--- config.mk ---
export PLATFORM = sky130hd
export DESIGN_NAME = alu_status_flags
export DESIGN_NICKNAME = d
export VERILOG_FILES = /design/src/rtl/alu_flag_pkg.sv /design/src/rtl/alu_arith_unit.sv /design/src/rtl/alu_logic_unit.sv /design/src/rtl/alu_flag_pack.sv /design/src/rtl/alu_status_flags.sv
export SDC_FILE = /design/constraint.sdc
export NUM_CORES = 1
export LEC_CHECK = 0
export ABC_AREA = 1
export ABC_CLOCK_PERIOD_IN_PS = 3300
export CAP_MARGIN = 25
export CORE_AREA = 8 8 137 139
export CTS_CLUSTER_DIAMETER = 120
export DETAILED_ROUTE_END_ITERATION = 7
export DIE_AREA = 0 0 145 147
export HOLD_SLACK_MARGIN = 0.08
export PLACE_DENSITY = 0.68
export SLEW_MARGIN = 10
export SYNTH_ARGS = -nofsm -noshare
export SYNTH_HDL_FRONTEND = slang
export SYNTH_SLANG_ARGS = --single-unit
--- constraint.sdc ---
create_clock -name clk -period 3.3 [get_ports clk]
set_clock_uncertainty 0.05 [all_clocks]
set_input_delay 0.33 -clock clk [delete_from_list [all_inputs] [get_ports clk]]
set_output_delay 0.33 -clock clk [all_outputs]
set_load 0.02 [all_outputs]
--- src/rtl/alu_flag_pkg.sv ---
package alu_flag_pkg;

    localparam int FLAG_W = 32;

    localparam int FLG_CF = 0;
    localparam int FLG_PF = 2;
    localparam int FLG_AF = 4;
    localparam int FLG_ZF = 6;
    localparam int FLG_SF = 7;
    localparam int FLG_OF = 11;

    localparam logic [FLAG_W-1:0] FLAG_MASK =
        (32'd1 << FLG_CF) | (32'd1 << FLG_PF) | (32'd1 << FLG_AF) |
        (32'd1 << FLG_ZF) | (32'd1 << FLG_SF) | (32'd1 << FLG_OF);

    typedef enum logic [2:0] {
        OP_ADD = 3'd0,
        OP_SUB = 3'd1,
        OP_CMP = 3'd2,
        OP_AND = 3'd3,
        OP_OR  = 3'd4,
        OP_XOR = 3'd5
    } alu_op_e;

    typedef struct packed {
        logic carry;
        logic aux;
        logic ovf;
    } arith_flags_t;

endpackage

--- src/rtl/alu_arith_unit.sv ---
module alu_arith_unit
    import alu_flag_pkg::*;
#(
    parameter int WIDTH = 32
) (
    input  logic [WIDTH-1:0] a_i,
    input  logic [WIDTH-1:0] b_i,
    input  logic             sub_i,
    output logic [WIDTH-1:0] sum_o,
    output arith_flags_t     flg_o
);
    localparam int MSB = WIDTH - 1;

    logic [WIDTH-1:0] b_eff;
    logic [WIDTH:0]   full;
    logic [4:0]       nib;

    always_comb begin
        b_eff = sub_i ? ~b_i : b_i;
        full  = {1'b0, a_i} + {1'b0, b_eff} + {{WIDTH{1'b0}}, sub_i};
        nib   = {1'b0, a_i[3:0]} + {1'b0, b_eff[3:0]} + {4'd0, sub_i};
        sum_o = full[WIDTH-1:0];
        // Subtraction by inverted-add: no carry out means a borrow occurred
        flg_o.carry = full[WIDTH] ^ sub_i;
        flg_o.aux   = nib[4] ^ sub_i;
        flg_o.ovf   = (a_i[MSB] == b_eff[MSB]) && (full[MSB] != a_i[MSB]);
    end
endmodule

--- src/rtl/alu_logic_unit.sv ---
module alu_logic_unit
    import alu_flag_pkg::*;
#(
    parameter int WIDTH = 32
) (
    input  logic [WIDTH-1:0] a_i,
    input  logic [WIDTH-1:0] b_i,
    input  alu_op_e          op_i,
    output logic [WIDTH-1:0] y_o
);
    always_comb begin
        unique case (op_i)
            OP_AND:  y_o = a_i & b_i;
            OP_OR:   y_o = a_i | b_i;
            default: y_o = a_i ^ b_i;
        endcase
    end
endmodule

--- src/rtl/alu_flag_pack.sv ---
module alu_flag_pack
    import alu_flag_pkg::*;
#(
    parameter int WIDTH = 32
) (
    input  logic [WIDTH-1:0]  value_i,
    input  arith_flags_t      arith_i,
    output logic [FLAG_W-1:0] word_o
);
    localparam int MSB = WIDTH - 1;

    always_comb begin
        word_o         = '0;
        word_o[FLG_CF] = arith_i.carry;
        word_o[FLG_PF] = ~^value_i[7:0];
        word_o[FLG_AF] = arith_i.aux;
        word_o[FLG_ZF] = (value_i == '0);
        word_o[FLG_SF] = value_i[MSB];
        word_o[FLG_OF] = arith_i.ovf;
    end
endmodule

--- src/rtl/alu_status_flags.sv ---
module alu_status_flags
    import alu_flag_pkg::*;
#(
    parameter int WIDTH = 32
) (
    input  logic              clk,
    input  logic              rst_n,
    input  logic              valid_i,
    input  logic [2:0]        op_i,
    input  logic [WIDTH-1:0]  a_i,
    input  logic [WIDTH-1:0]  b_i,
    output logic [WIDTH-1:0]  result_o,
    output logic [FLAG_W-1:0] flags_o,
    output logic              wr_en_o
);
    localparam int MSB = WIDTH - 1;

    typedef struct packed {
        logic [WIDTH-1:0]  result;
        logic [FLAG_W-1:0] flags;
        logic              wr;
    } state_t;

    state_t st_d, st_q;

    alu_op_e          op;
    logic             is_arith;
    logic             is_logic;
    logic [WIDTH-1:0] arith_val;
    logic [WIDTH-1:0] logic_val;
    logic [WIDTH-1:0] sel_val;
    arith_flags_t     arith_flg;
    arith_flags_t     sel_flg;
    logic [FLAG_W-1:0] word;

    assign op       = alu_op_e'(op_i);
    assign is_arith = (op == OP_ADD) || (op == OP_SUB) || (op == OP_CMP);
    assign is_logic = (op == OP_AND) || (op == OP_OR)  || (op == OP_XOR);

    alu_arith_unit #(.WIDTH(WIDTH)) u_arith (
        .a_i   (a_i),
        .b_i   (b_i),
        .sub_i (op != OP_ADD),
        .sum_o (arith_val),
        .flg_o (arith_flg)
    );

    alu_logic_unit #(.WIDTH(WIDTH)) u_logic (
        .a_i  (a_i),
        .b_i  (b_i),
        .op_i (op),
        .y_o  (logic_val)
    );

    always_comb begin
        sel_val = is_arith ? arith_val : logic_val;
        sel_flg = is_arith ? arith_flg : '0;
    end

    alu_flag_pack #(.WIDTH(WIDTH)) u_pack (
        .value_i (sel_val),
        .arith_i (sel_flg),
        .word_o  (word)
    );

    always_comb begin
        st_d    = st_q;
        st_d.wr = 1'b0;
        if (valid_i && (is_arith || is_logic)) begin
            st_d.flags = word;
            if (op != OP_CMP) begin
                st_d.result = sel_val;
                st_d.wr     = 1'b1;
            end
        end
    end

    always_ff @(posedge clk) begin
        if (!rst_n) st_q <= '0;
        else        st_q <= st_d;
    end

    assign result_o = st_q.result;
    assign flags_o  = st_q.flags;
    assign wr_en_o  = st_q.wr;

    assert_cmp_no_write_R7: assert property (@(posedge clk) disable iff (!rst_n)
        (valid_i && op_i == 3'd2) |=> ($stable(result_o) && !wr_en_o));

    assert_logic_clear_R8: assert property (@(posedge clk) disable iff (!rst_n)
        (valid_i && (op_i == 3'd3 || op_i == 3'd4 || op_i == 3'd5))
        |=> (!flags_o[FLG_CF] && !flags_o[FLG_AF] && !flags_o[FLG_OF]));

    assert_reserved_zero_R9: assert property (@(posedge clk) disable iff (!rst_n)
        (flags_o & ~FLAG_MASK) == '0);

    assert_hold_idle_R10: assert property (@(posedge clk) disable iff (!rst_n)
        !valid_i |=> ($stable(result_o) && $stable(flags_o) && !wr_en_o));

    assert_zero_sign_R6: assert property (@(posedge clk) disable iff (!rst_n)
        wr_en_o |-> (flags_o[FLG_ZF] == (result_o == '0) &&
                     flags_o[FLG_SF] == result_o[MSB]));

    assert_parity_R5: assert property (@(posedge clk) disable iff (!rst_n)
        wr_en_o |-> (flags_o[FLG_PF] == ($countones(result_o[7:0]) % 2 == 0)));

    assert_add_carry_R1: assert property (@(posedge clk) disable iff (!rst_n)
        (valid_i && op_i == 3'd0) |=>
        (flags_o[FLG_CF] == (result_o < $past(a_i))));

endmodule

==> results of run 1 <==
==> worst min-delay path by stage <==
stage               depth (start not counted)         start            to  slack (ps)
floorplan                                   3       a_i[31]   flags_o[11]         470
global placement                            2  result_o[13]  result_o[13]         420
detailed placement                          2   result_o[7]   result_o[7]         430
CTS                                         2    flags_o[4]    flags_o[4]         440
global route                                2   flags_o[11]   flags_o[11]         460
finish                                      2   result_o[7]   result_o[7]         440
==> state kept, by name (all words and copies together) (netlist names) <==
name	flops
wr_en_o	1
result_o	32
flags_o	6
==> cell type report <==
cell class,count,area [µm²]
fill,1697,7530
inverter,227,857
clock buffer,6,139
sequential,39,781
multi-input combinational,798,4860
timing repair buffer,266,2280
tap,225,282
clock inverter,2,35.0
==> where the power goes <==
part / total (mW) / internal, mW / switching (mW)
clock: 0.563 / 0.376 / 0.187
combinational: 1.69 / 0.769 / 0.920
sequential: 0.537 / 0.514 / 0.0231
==> worst register-to-register path, cell delays in order (launching register included) <==
cell and delay, ps:
dfxtp_1 310, nor2_1 90, nor2_1 50, o21ai_0 130, inv_1 60
==> per-stage QoR <==
| step | setup TNS [ps] | hold slack [ps] | total power [mW] |
|---|---|---|---|
| 6_report | 0 | 436 | 2.79 |
| 2_1_floorplan | 0 | 472 | 1.43 |
| 5_1_grt | 0 | 455 | 3.01 |
| 3_5_place_dp | -6870 | 428 | 2.16 |
| 3_3_place_gp | -5650 | 422 | 2.15 |
| 4_1_cts | 0 | 441 | 2.76 |
==> repair_timing <==
action	CTS	global route
gates resized for setup	27	42
pin swaps	9	25
cloned	0	0
hold endpoints to repair	0	0
endpoints found under the setup margin	10	2
buffers inserted	4	4
==> cell families after synthesis <==
logic type                 Yosys count
and+or+nand+nor                    491
buffers and inverters              276
AOI/OAI and AO/OA                  137
adders and majority gates          103
xor gates and xnor gates            41
DFF                                 39
other                                1
==> per-layer routing <==
metal	GRT usage [%]	vias to the layer above
met1	24.1	3275
met4	8.89	0
met2	37.7	194
li1	-	3852
met3	3.97	55
met5	0	-
==> cells in the final DEF, fill, tap and decap left out, types with 3 or more instances in the layout <==
cell,n
nor2_1,116
clkbuf_2,3
inv_1,210
a21oi_1,43
clkbuf_16,5
nand2_2,18
o21bai_1,6
nand3b_1,9
o21ai_0,33
nand3_2,6
o21ai_1,7
inv_2,16
nor2_4,4
o22ai_1,7
buf_4,157
nand2_1,251
ha_4,5
nand4_1,12
a211oi_1,4
nand3_1,55
nor3_1,5
dlymetal6s2s_1,8
clkdlybuf4s50_1,97
nand2_4,3
xor2_1,38
conb_1,26
nor2_2,5
dfxtp_1,39
ha_2,3
o211ai_1,20
ha_1,94
==> summary.md, run 1 <==
| Metric | Value |
|---|---|
| Final core occ | `approximately 55%` |
| DP HPWL | `approximately 19000 µm` |
| Primary FF master, synth | `dfxtp_1` |
| Core Rows | `48` |
| Share of post-route cells with drive strength above 1 | `about 18%` |
| Adder-Cell Fraction of Synth Area | `between 10% and 20%` |
| Critical Path RT | `3460 ps` |
| GRT Total Usage | `21.1%` |
| Routed wire length | `roughly 23000 µm` |
| Number of instances in the synthesized netlist | `between 1000 and 1500` |
| RSZ-0062 raised after global routing | `false` |
| Antenna cell count | `0` |
| IO Pins | `roughly 140` |
| Latest clock arrival within the worst-skew pair | `approximately 280 ps` |
| WS Path Type | `in -> reg` |
| Yosys top cell by area | `ha_1` |
| Crit-path max FO | `3` |
| GP Congestion | `a little over 0.9` |
| Largest family of logic cells by synthesized area | `simple AND/OR/NAND/NOR gates` |
| Maximum level of the CTS H-tree | `2` |
| Initial antenna violation count | `0` |
| Fmax | `approximately 0.33 GHz` |
| Fraction of registers with async set or reset after synthesis | `0%` |
| Worst setup path endpoint | `flags_o[6]` |
| Reg2Reg Depth | `4` |
| PD cells | `~300 nW/µm²` |
| Top cells by area, synth | `ha_1 (20%), nand2_1 (15%), inv_1 (13%), dfxtp_1 (12%), nor2_1 (7.0%)` |
| XOR/XNOR share of the synthesized area | `between 5 and 6%` |
| Die area | `21300 µm²` |
| Final period util | `roughly 93%` |
| Area grow syn2layout | `41.5%` |
| Relative slew slack | `a little over half` |
| Die X | `roughly 150 µm` |
| Core area | `16800 µm²` |
| Mux contribution to synthesized area | `0%` |
| Max Slew Vio Count | `0` |
| Outcome | `completed` |
| Start point of the critical path | `op_i[1]` |
| CTS tree | `yes` |
| # Max-Cap Violations | `0` |
| Critical path's slowest cell | `fa_2` |
| Met1 wire length | `around 9600 µm` |
| Initial core utilization | `38.9%` |
| CTS clk-pin slew, worst paths | `60 ps` |
| Wire length on met3 | `between 1000 and 1500 µm` |
| Netlist cell types | `46` |
| Post-route ant nets | `0` |
| Static leakage | `between 5 and 6 nW` |
| Final hold violation count | `0` |
| Iter 0 DRT Violations | `424` |
| Via count | `between 7000 and 8000` |
| Die height | `between 100 and 150 µm` |
| Cell Count, Final, Fillers Out | `1563` |
| Yosys top cell area share | `about 20%` |
| Met2 wire len | `approximately 11000 µm` |
| Finished layout cell area | `a little over 9000 µm²` |
| Crit path launch type | `input port` |
| TritonCTS buffer count | `5` |
| Reg2reg setup slack | `roughly 2500 ps` |
| Area fraction in compound gates after synthesis | `between 10% and 20%` |
| Worst-Margin Slew | `a little under 700 ps` |
| Synth Area in Simple Gates | `between 30% and 40%` |
| Post-synth EDFFs | `0` |
| Reg-to-Reg End | `result_o[18]` |
| Drt wl/cell | `approximately 15 µm` |
| Hold Path Class | `reg -> reg` |
| Max VDD drop | `about 0.22 mV` |
| RR Startpoint | `result_o[18]` |
| Total gr overflow | `0` |
| Vias in the first global route | `around 7600` |
| Critical Path Max Stage Delay | `200 ps` |
| Share of the yosys chip area belonging to registers | `a little under an eighth` |
| Worst endpoint data arrival time | `3230 ps` |
| Global-route wire length before repair | `about 37000 µm` |
| CP delay by family, top | `simple AND/OR/NAND/NOR gates` |
| Sink Count | `39` |
| Worst Path Buf+Inv | `7` |
| PortBufs | `around 110` |
| Syn. warnings | `0` |
| Placed cell area | `8800 µm²` |
| CTS max path bufs | `2` |
| Crit path depth | `28` |
| Critical path endpoint category | `register` |
| DR pass1 iterations | `5` |
| Syn avg cell area | `~6.0 µm²` |
| Commonest cells post-synth | `nand2_1 (263), inv_1 (220), nor2_1 (121)` |
| Final min period | `between 3000 and 4000 ps` |
| Final setup viols | `0` |
| DRC | `0` |
| Netlist Area Pre-Place | `roughly 6500 µm²` |
| Nets@finish | `1510` |
| Top Layer Used | `met4` |
| Root Buffer | `clkbuf_16` |
| Largest net degree at the start of global routing | `36` |
| Hold_buf cts | `0` |
| PnR worst setup slack | `about 230 ps` |
| Top-count cell post-synth | `nand2_1` |
| Placed Instances | `between 1500 and 2000` |
| Synth Register Bits | `39` |
| Dpl ws | `-622 ps` |
| Vias per inst | `approximately 4.7` |
No activity file was read; power rests on OpenSTA's default activity.
==> inputs of run 2 (changes only) <==
--- a/config.mk
+++ b/config.mk
@@ -7,7 +7,7 @@
 export LEC_CHECK = 0
 export ABC_AREA = 1
 export ABC_CLOCK_PERIOD_IN_PS = 3300
-export CAP_MARGIN = 25
+export CAP_MARGIN = 20
 export CORE_AREA = 8 8 137 139
 export CTS_CLUSTER_DIAMETER = 120
 export DETAILED_ROUTE_END_ITERATION = 7
==> results of run 2 <==
Final layout, timing and power as in run 1 (identical DEF).
